[src/rtl/mau_pkg.sv]
package mau_pkg;
  localparam int unsigned BYTE_W = 8;
  localparam int unsigned LANES  = 4;
  localparam int unsigned DATA_W = BYTE_W * LANES;
  localparam int unsigned OFF_W  = $clog2(LANES);

  typedef enum logic [1:0] {
    SZ_BYTE = 2'd0,
    SZ_HALF = 2'd1,
    SZ_WORD = 2'd2,
    SZ_RSVD = 2'd3
  } size_e;

  typedef struct packed {
    size_e            size;
    logic [OFF_W-1:0] offset;
    logic             sign_ext;
    logic             big;
  } ld_ctx_t;

  // alignment test: address must be a multiple of the access size
  function automatic logic is_aligned(size_e sz, logic [OFF_W-1:0] off);
    case (sz)
      SZ_BYTE: return 1'b1;
      SZ_HALF: return ~off[0];
      SZ_WORD: return off == '0;
      default: return 1'b0;
    endcase
  endfunction

  // lanes covered by an access starting at lane 'off'
  function automatic logic [LANES-1:0] lane_mask(size_e sz, logic [OFF_W-1:0] off);
    case (sz)
      SZ_BYTE: return {{(LANES-1){1'b0}}, 1'b1} << off;
      SZ_HALF: return {{(LANES-2){1'b0}}, 2'b11} << off;
      SZ_WORD: return {LANES{1'b1}};
      default: return '0;
    endcase
  endfunction

  function automatic logic [15:0] swap16(logic [15:0] d);
    return {d[7:0], d[15:8]};
  endfunction

  function automatic logic [DATA_W-1:0] swap_word(logic [DATA_W-1:0] d);
    logic [DATA_W-1:0] r;
    for (int i = 0; i < LANES; i++) begin
      r[i*BYTE_W +: BYTE_W] = d[(LANES-1-i)*BYTE_W +: BYTE_W];
    end
    return r;
  endfunction
endpackage

[src/rtl/mau_align_check.sv]
module mau_align_check
  import mau_pkg::*;
(
  input  logic             clk,
  input  logic             rst_n,
  input  logic             valid,
  input  logic             store,
  input  size_e            size,
  input  logic [OFF_W-1:0] offset,
  output logic             misalign,
  output logic             wr_go,
  output logic             rd_go
);
  logic ok;

  always_comb begin
    ok       = is_aligned(size, offset);
    misalign = valid & ~ok;
    wr_go    = valid & ok & store;
    rd_go    = valid & ok & ~store;
  end

  assert_word_offset_R2: assert property (@(posedge clk) disable iff (!rst_n)
    (valid && size == SZ_WORD && offset != '0) |-> misalign);

  assert_rsvd_size_R2: assert property (@(posedge clk) disable iff (!rst_n)
    (valid && size == SZ_RSVD) |-> (misalign && !wr_go && !rd_go));
endmodule

[src/rtl/mau_store_steer.sv]
module mau_store_steer
  import mau_pkg::*;
(
  input  logic              clk,
  input  logic              rst_n,
  input  logic              wr_go,
  input  size_e             size,
  input  logic [OFF_W-1:0]  offset,
  input  logic              big,
  input  logic [DATA_W-1:0] operand,
  output logic [LANES-1:0]  wen,
  output logic [DATA_W-1:0] wdata
);
  logic [15:0] half_img;

  always_comb begin
    half_img = big ? swap16(operand[15:0]) : operand[15:0];
    case (size)
      SZ_BYTE: wdata = {LANES{operand[BYTE_W-1:0]}};
      SZ_HALF: wdata = {(LANES/2){half_img}};
      default: wdata = big ? swap_word(operand) : operand;
    endcase
    wen = wr_go ? lane_mask(size, offset) : '0;
  end

  assert_byte_one_lane_R4: assert property (@(posedge clk) disable iff (!rst_n)
    (wr_go && size == SZ_BYTE) |-> $countones(wen) == 1);

  assert_half_two_lanes_R4: assert property (@(posedge clk) disable iff (!rst_n)
    (wr_go && size == SZ_HALF) |-> $countones(wen) == 2);
endmodule

[src/rtl/mau_load_extract.sv]
module mau_load_extract
  import mau_pkg::*;
(
  input  ld_ctx_t           ctx,
  input  logic [DATA_W-1:0] rdata,
  output logic [DATA_W-1:0] value
);
  logic [DATA_W-1:0] shifted;
  logic [BYTE_W-1:0] b;
  logic [15:0]       h;

  always_comb begin
    shifted = rdata >> {ctx.offset, 3'b000};
    b       = shifted[BYTE_W-1:0];
    h       = ctx.big ? swap16(shifted[15:0]) : shifted[15:0];
    case (ctx.size)
      SZ_BYTE: value = {{(DATA_W-BYTE_W){ctx.sign_ext & b[BYTE_W-1]}}, b};
      SZ_HALF: value = {{(DATA_W-16){ctx.sign_ext & h[15]}}, h};
      default: value = ctx.big ? swap_word(rdata) : rdata;
    endcase
  end
endmodule

[src/rtl/mem_access_unit.sv]
module mem_access_unit
  import mau_pkg::*;
#(
  parameter int unsigned ADDR_W = 32
) (
  input  logic              clk,
  input  logic              rst_n,
  input  logic              req_valid,
  input  logic              req_store,
  input  logic [1:0]        req_size,
  input  logic              req_signed,
  input  logic [ADDR_W-1:0] req_addr,
  input  logic [31:0]       req_wdata,
  input  logic              big_endian,
  output logic [ADDR_W-1:0] mem_addr,
  output logic [3:0]        mem_wen,
  output logic [31:0]       mem_wdata,
  output logic              mem_ren,
  input  logic [31:0]       mem_rdata,
  output logic              misalign,
  output logic              load_valid,
  output logic [31:0]       load_data
);
  size_e            sz;
  logic [OFF_W-1:0] off;
  logic             wr_go;
  logic             rd_go;
  ld_ctx_t          ctx_q;

  assign sz       = size_e'(req_size);
  assign off      = req_addr[OFF_W-1:0];
  assign mem_addr = {req_addr[ADDR_W-1:OFF_W], {OFF_W{1'b0}}};
  assign mem_ren  = rd_go;

  mau_align_check u_align (
    .clk(clk), .rst_n(rst_n), .valid(req_valid), .store(req_store),
    .size(sz), .offset(off), .misalign(misalign), .wr_go(wr_go), .rd_go(rd_go)
  );

  mau_store_steer u_steer (
    .clk(clk), .rst_n(rst_n), .wr_go(wr_go), .size(sz), .offset(off),
    .big(big_endian), .operand(req_wdata), .wen(mem_wen), .wdata(mem_wdata)
  );

  // load context held for the cycle in which memory returns data
  always_ff @(posedge clk or negedge rst_n) begin
    if (!rst_n) begin
      load_valid <= 1'b0;
      ctx_q      <= '{size: SZ_WORD, offset: '0, sign_ext: 1'b0, big: 1'b0};
    end else begin
      load_valid <= rd_go;
      if (rd_go) ctx_q <= '{size: sz, offset: off, sign_ext: req_signed, big: big_endian};
    end
  end

  mau_load_extract u_extract (
    .ctx(ctx_q), .rdata(mem_rdata), .value(load_data)
  );

  assert_misalign_blocks_R3: assert property (@(posedge clk) disable iff (!rst_n)
    misalign |-> (mem_wen == 4'b0000 && !mem_ren));

  assert_result_follows_R9: assert property (@(posedge clk) disable iff (!rst_n)
    mem_ren |=> load_valid);

  assert_no_stray_result_R9: assert property (@(posedge clk) disable iff (!rst_n)
    load_valid |-> $past(mem_ren));

  assert_word_all_lanes_R4: assert property (@(posedge clk) disable iff (!rst_n)
    (req_valid && req_store && req_size == 2'd2 && !misalign) |-> mem_wen == 4'b1111);
endmodule

[config.mk]
export PLATFORM = sky130hd
export DESIGN_NAME = mem_access_unit
export DESIGN_NICKNAME = d
export VERILOG_FILES = /design/src/rtl/mau_pkg.sv /design/src/rtl/mau_align_check.sv /design/src/rtl/mau_store_steer.sv /design/src/rtl/mau_load_extract.sv /design/src/rtl/mem_access_unit.sv
export SDC_FILE = /design/constraint.sdc
export NUM_CORES = 1
export LEC_CHECK = 0
export ABC_AREA = 1
export BUFFER_PORTS_ARGS = -buffer_cell sky130_fd_sc_hd__buf_2
export CAP_MARGIN = 20
export CORE_MARGIN = 2
export CORE_UTILIZATION = 39
export CTS_CLUSTER_SIZE = 8
export DETAILED_ROUTE_END_ITERATION = 10
export GPL_ROUTABILITY_DRIVEN = 0
export HOLD_SLACK_MARGIN = 0.03
export PLACE_DENSITY = 0.8
export SKIP_CTS_REPAIR_TIMING = 1
export SLEW_MARGIN = 30
export SYNTH_ARGS = -nofsm -noshare
export SYNTH_HDL_FRONTEND = slang
export SYNTH_SLANG_ARGS = --single-unit
[constraint.sdc]
create_clock -name clk -period 1.3 [get_ports clk]
set_input_delay 0.13 -clock clk [delete_from_list [all_inputs] [get_ports clk]]
set_output_delay 0.13 -clock clk [all_outputs]
set_load 0.005 [all_outputs]
==> summary.md, run 1 <==
| Metric | Value |
|---|---|
| Reg2reg path depth | 4 |
| Critical path type | reg -> out |
| Slowest stage delay, CP | roughly 0.44 ns |
| Failing checks | setup timing |
| Area share of the largest cell type after synthesis | ~28% |
| Total grt overflow | 0 |
| Largest cells by area after synthesis | nand2_1, nand3_1, o211ai_1, buf_4, inv_1 |
| Cell taking the most area after synthesis | nand2_1 |
| Hold Path Stages | 3 |
| Worst min path class | in -> reg |
| Largest net degree at the start of global routing | 34 |
| Yosys Warn Count | 0 |
| Clock latency at the later pin of the worst-skew pair | 0.23 ns |
| First-pass GRT wire length | 17160 um |
| TritonCTS Buffers | 3 |
| Effective utilization at floorplan | 40.34% |
| XOR/XNOR share of the synthesized area | 0% |
| Pwr Density | roughly 970 nW/um^2 |
| Antenna-violating nets left | 0 |
| Die width | a little over 90 um |
| Vias | 4306 |
| GRT Util Overall | between 20% and 30% |
| Fraction of synthesized area in multiplexers | 0% |
| Worst Hold Launch | req_signed |
| CTS tree | built |
| Hold Vio Cnt, Final | 0 |
| Drt first pass iters | 5 |
| Antenna violations before repair | 1 |
| Min Clock Period, post-route | between 1.5 and 2 ns |
| IO Port Bufs | 144 |
| CP Launch Type | flop |
| Crit path capture type | primary output |
| Area grow syn2layout | 40.92% |
| Synth Area in Compound Gates | 24.50% |
| Simple-Gate Fraction of Synth Area | between 40% and 50% |
| MaxCap Viol Count | 0 |
| P_int | 2026 uW |
| Pre-CTS setup slack | -0.2192 ns |
| Root Buffer | clkbuf_8 |
| Hold endpoint | ctx_q[1]$_DFFE_PN0P_ |
| Reg clk slew, reported paths | about 0.04 ns |
| Final worst-path cycle share | 142.9% |
| H-Tree Depth | 1 |
| Reg-to-Reg Start | ctx_q[2]$_DFFE_PN0P_ |
| WP data arrival | between 1.5 and 2 ns |
| Switching fraction of total power | between 40% and 50% |
| Net Sw Power | 2004 uW |
| Total Nets Final | between 700 and 800 |
| Netlist Area Pre-Place | ~2900 um^2 |
| Maximum root-to-sink buffer count | 2 |
| Share of layout cells above drive strength 1 | a little under two fifths |
| RSZ-0062 raised after global routing | true |
| Leak | 0.002446 uW |
| Avg Cell Area, Syn | between 5 and 6 um^2 |
| DRC violations left | 0 |
| WHS | around 0.099 ns |
| Die height | 90.85 um |
| Max Clock Skew | 0 ns |
| Synth Instances | ~560 |
| Clock sinks | 7 |
| I/O pin cnt | between 200 and 250 |
| Hpwl dp | ~8100 um |
| Post-layout power | about 4000 uW |
| Initial DRC count | around 220 |
| Clk pwr share | 7.8% |
| Routed len/inst | approximately 14 um |
| Yosys cell types | 27 |
| Maximum VDD drop | 0.3460 mV |
| CP Cell Sequence | inv_4 -> buf_6 -> nand3_1 -> nand2_2 -> nand2_1 -> nand2_2 -> nand3_4 -> clkbuf_16 -> nand3_1 -> buf_2 |
| Final Setup Violations | 32 |
| Fin. max-slew vios | 0 |
| Drt total wl | 11170 um |
| Reg2reg end | ctx_q[2]$_DFFE_PN0P_ |
| Largest family of logic cells by synthesized area | simple AND/OR/NAND/NOR gates |
| DR vias/cell | 5.492 |
| #FFs+latches synth | 7 |
| Standard-cell rows | 31 |
| Reg2reg setup slack | 0.35 ns |
| Reg power frac | roughly 8.4% |
| Post-synthesis adder-cell area fraction | 0% |
| Critical Path RT | 1.17 ns |
| Crit Path Max Fanout | 7 |
| Vias in the first global route | between 3000 and 4000 |
| Comb pwr share | between 80% and 90% |
| Die ar. | a little over 8000 um^2 |
| Slowest stage cell, crit path | dfrtp_2 |
| Outcome | complete, but fails checks |
| Final worst slack | -0.5571 ns |
| Total core area | ~7300 um^2 |
| Fmax | 538.5 MHz |
| Register area share after synthesis | 5.997% |
## layer usage
layer | vias up | wire length, um | GRT usage, %
met1 | 1916 | 4118 | 27.40
li1 | 2062 | - | -
met5 | - | 0 | 0
met4 | 0 | 405 | 11.36
met2 | 287 | 5496 | 42.60
met3 | 41 | 1151 | 4.591
## stage by stage
stage / cell area (um^2) / utilization (%) / std cells / setup TNS (ns)
after detailed placement: 3737 / 51.25 / 769 / -5.476
after floorplan: 2962 / - / 564 / 0
after global placement: 3737 / 51.25 / 769 / -3.840
final: 4145 / 56.85 / 784 / -14.92
after CTS: 3782 / 51.87 / 773 / -13.64
after global routing: 4143 / 56.81 / 783 / -17.07
## cell usage after synthesis, drive strengths merged
| cell | n |
|---|---|
| nand3 | 80 |
| nand2 | 225 |
| o21bai | 1 |
| o21ai | 30 |
| nor2 | 17 |
| dfstp | 1 |
| o211ai | 44 |
| clkbuf | 12 |
| dfrtp | 6 |
| nand4 | 1 |
| a21boi | 14 |
| conb | 1 |
| o21a | 3 |
| buf | 59 |
| a21oi | 21 |
| inv | 48 |
## area by class of cell
| cell class | instances | area, um^2 |
|---|---|---|
| Fill cell | 715 | 3147 |
| Clock buffer | 4 | 45.04 |
| Multi-Input combinational cell | 438 | 2344 |
| Sequential cell | 7 | 180.2 |
| Antenna cell | 1 | 2.502 |
| Timing Repair Buffer | 187 | 1267 |
| Tap cell | 99 | 123.9 |
| Inverter | 48 | 182.7 |
## flip-flops by register name (all words and copies together) (netlist names)
| register | cells |
|---|---|
| ctx_q | 6 |
| load_valid | 1 |
## power by group through the flow
stage,clock network (uW),registers [uW],logic [uW]
detailed placement,0,336,2920
floorplan,0,294,1820
finish,315,339,3370
CTS,318,334,2930
global route,330,348,3680
global placement,0,334,2850
## kinds of logic after synthesis
logic type,Yosys count
simple gates,323
buf+inv,119
compound gates,113
flops,7
other cells,1
## cells in the final DEF, fill, tap and decap left out, types with 2 or more instances in the layout
| cell | count |
|---|---|
| a21boi_0 | 14 |
| a21oi_1 | 19 |
| a21oi_2 | 2 |
| buf_12 | 12 |
| buf_2 | 144 |
| buf_4 | 23 |
| buf_6 | 3 |
| clkbuf_16 | 3 |
| clkbuf_8 | 3 |
| conb_1 | 2 |
| dfrtp_1 | 3 |
| dfrtp_2 | 3 |
| inv_1 | 45 |
| inv_2 | 2 |
| nand2_1 | 209 |
| nand2_2 | 12 |
| nand2_4 | 3 |
| nand3_1 | 46 |
| nand3_2 | 30 |
| nand3_4 | 4 |
| nor2_1 | 14 |
| nor2_4 | 2 |
| o211ai_1 | 44 |
| o21a_1 | 3 |
| o21ai_0 | 14 |
| o21ai_1 | 16 |
## worst max-delay path by stage
stage                          from            end  slack (ns)
4_1_cts        ctx_q[2]$_DFFE_PN0P_  load_data[14]       -0.47
5_1_grt        ctx_q[2]$_DFFE_PN0P_  load_data[31]       -0.61
2_1_floorplan  ctx_q[2]$_DFFE_PN0P_  load_data[16]       0.002
3_3_place_gp   ctx_q[3]$_DFFE_PN0P_  load_data[11]       -0.16
3_5_place_dp   ctx_q[2]$_DFFE_PN0P_  load_data[14]       -0.22
6_report       ctx_q[2]$_DFFE_PN0P_  load_data[29]       -0.56
## worst max-delay path, delay by kind of cell (launching register included)
kind / cells / cell delay (ns)
buffers and inverters: 4 / 0.52
DFF: 1 / 0.44
and+or+nand+nor: 6 / 0.52
No activity file was read; power rests on OpenSTA's default activity.
==> inputs of run 2 (changes only) <==
--- a/config.mk
+++ b/config.mk
@@ -15,7 +15,6 @@
 export GPL_ROUTABILITY_DRIVEN = 0
 export HOLD_SLACK_MARGIN = 0.03
 export PLACE_DENSITY = 0.8
-export SKIP_CTS_REPAIR_TIMING = 1
 export SLEW_MARGIN = 30
 export SYNTH_ARGS = -nofsm -noshare
 export SYNTH_HDL_FRONTEND = slang
==> run 2 against run 1 <==
  * The run still ends with setup timing left
  * Global-route usage up 0.84 points
  * Count of clock-buffer cells in the layout unchanged
  * Wire length down 2.4%
  * Sequential power about the same
  * Non-clock buffer count down 3
  * Flip-flop and latch count unchanged
  * Utilization down 0.88 points
  * Highest routed layer unchanged
==> summary.md, run 2 (synthesis results as in run 1) <==
| Metric | Value |
|---|---|
| Leak | roughly 0.0024 uW |
| Placed cell areas | between 3000 and 4000 um^2 |
| I/O pin cnt | a little over 200 |
| Final Setup Violations | 32 |
| Top flop regs | ctx_q: 6 flops, load_valid: 1 flops |
| Fmax | ~570 MHz |
| IO Port Bufs | 144 |
| Total Nets Final | 786 |
| Maximum VDD drop | slightly above 0.4 mV |
| Routed len/inst | roughly 14 um |
| CP Launch Type | flop |
| Reg clk slew, reported paths | roughly 0.04 ns |
| GRT Util Overall | 24.78% |
| Slowest stage cell, crit path | dfrtp_2 |
| Drt total wl | 10900 um |
| Antenna violations before repair | 1 |
| Final worst-path cycle share | 134.4% |
| Fin. max-slew vios | 0 |
| Commonest non-fill, non-tap cell in the layout | nand2_1 |
| Die width | 90.85 um |
| Antenna-violating nets left | 0 |
| Vias | between 4000 and 5000 |
| Final Non-Filler Cells | about 780 |
| Clock sinks | 7 |
| Area grow syn2layout | 38.75% |
| Pwr Density | 969.2 nW/um^2 |
| Largest net degree at the start of global routing | 34 |
| Worst Hold Launch | req_signed |
| Die height | between 90 and 100 um |
| Crit path capture type | primary output |
| Max Clock Skew | 0 ns |
| Critical path type | reg -> out |
| Failing checks | setup timing |
| TritonCTS Buffers | 3 |
| Total core area | around 7300 um^2 |
| Final worst slack | -0.4468 ns |
| Worst setup path startpoint | ctx_q[2]$_DFFE_PN0P_ |
| Drt first pass iters | 6 |
| Clock latency at the later pin of the worst-skew pair | between 0.2 and 0.25 ns |
| Initial DRC count | 273 |
| Hold Vio Cnt, Final | 0 |
| Reg-to-Reg Start | ctx_q[2]$_DFFE_PN0P_ |
| Share of layout cells above drive strength 1 | 37.30% |
| Vias in the first global route | slightly above 4000 |
| RSZ-0062 raised after global routing | true |
| Crit path top cell by count | nand3_2 |
| Die ar. | 8253 um^2 |
| Hpwl dp | roughly 8100 um |
| Fillcell total | just over 700 |
| Slowest stage delay, CP | between 0.4 and 0.5 ns |
| Maximum root-to-sink buffer count | 2 |
| CTS tree | built |
| Max reg flops | 6 |
| Commonest cells after routing, fill and taps aside | nand2_1, buf_2, inv_1, nand3_1, o211ai_1 |
| Root Buffer | clkbuf_8 |
| Standard-cell rows | 31 |
| Effective utilization at floorplan | between 40% and 50% |
| WP data arrival | roughly 1.6 ns |
| Dpl cells | 769 |
| Min Clock Period, post-route | about 1.7 ns |
| Top reg by flops | ctx_q |
| DRC violations left | 0 |
| Post-Layout Inst Area | between 4000 and 5000 um^2 |
| Total grt overflow | 0 |
| Crit Path Max Fanout | 6 |
| DR vias/cell | 5.530 |
| Worst min path class | in -> reg |
| Critical Path RT | about 1.2 ns |
| Outcome | complete, but fails checks |
| First-pass GRT wire length | about 18000 um |
| H-Tree Depth | 1 |
| MaxCap Viol Count | 0 |
| CP Cell Sequence | inv_4 -> buf_12 -> buf_4 -> nand2_2 -> nand3_2 -> nand2_2 -> nand2_1 -> nand3_2 -> nand3_2 -> buf_2 |
run 2: stage by stage:
stage	hold slack, ns	utilization (%)	TNS, ns	power [uW]	setup slack [ns]
2_1_floorplan	-0.1656	-	0	2116	0.002078
3_3_place_gp	-0.03185	51.25	-3.840	3181	-0.1647
3_5_place_dp	-0.02477	51.25	-5.476	3258	-0.2192
4_1_cts	0.1022	54.07	-11.82	3763	-0.4058
5_1_grt	0.1344	55.94	-15.97	4296	-0.5414
6_report	0.09789	55.97	-12.72	3956	-0.4468
run 2: what timing repair did:
action,CTS,global route
cloned,1,1
pin swaps,6,15
resized for setup,28,27
endpoints found under the setup margin,32,57
setup buffers,2,2
endpoints found under the hold margin,7,0
hold buffers,1,0
run 2: final timing paths:
kind | endpoint | slack (ns) | cells past startpoint
worst min-delay path | ctx_q[1]$_DFFE_PN0P_ | 0.1 | 3
worst max-delay path | load_data[11] | -0.45 | 10
min in group asynchronous | ctx_q[2]$_DFFE_PN0P_ | 0.27 | 2
max in group asynchronous | ctx_q[5]$_DFFE_PN1P_ | 0.80 | 2
worst min register to register | ctx_q[5]$_DFFE_PN1P_ | 0.54 | 2
worst max register to register | ctx_q[2]$_DFFE_PN0P_ | 0.34 | 4
run 2: area by class of cell:
cell class | count | area, um^2 | share of cell area (%)
Multi-Input combinational cell | 438 | 2330 | 57.08
Timing Repair Buffer | 184 | 1217 | 29.83
Inverter | 48 | 182.7 | 4.476
Sequential cell | 7 | 180.2 | 4.414
Tap cell | 99 | 123.9 | 3.035
Clock buffer | 4 | 45.04 | 1.104
Antenna cell | 1 | 2.502 | 0.06131
run 2: critical path, delay by kind of cell (launching register included):
| family | cells | cell delay [ns] |
|---|---|---|
| and+or+nand+nor | 6 | 0.48 |
| buffers and inverters | 4 | 0.48 |
| DFF | 1 | 0.42 |
run 2: report_power, final:
part	leakage [uW]	internal (uW)	switching (uW)
Sequential	0.0000829	267	72.2
Clock	0.0000228	213	102
Combinational	0.00228	1490	1810
run 2: per-layer routing:
layer / share of wire [%] / routed length, um / GRT usage, % / vias up
met3: 10 / 1106 / 5.092 / 57
met2: 48 / 5283 / 44.22 / 282
met5: 0 / 0 / 0 / -
met4: 3.9 / 422 / 11.62 / 0
met1: 38 / 4092 / 28.10 / 1916
li1: - / - / - / 2064
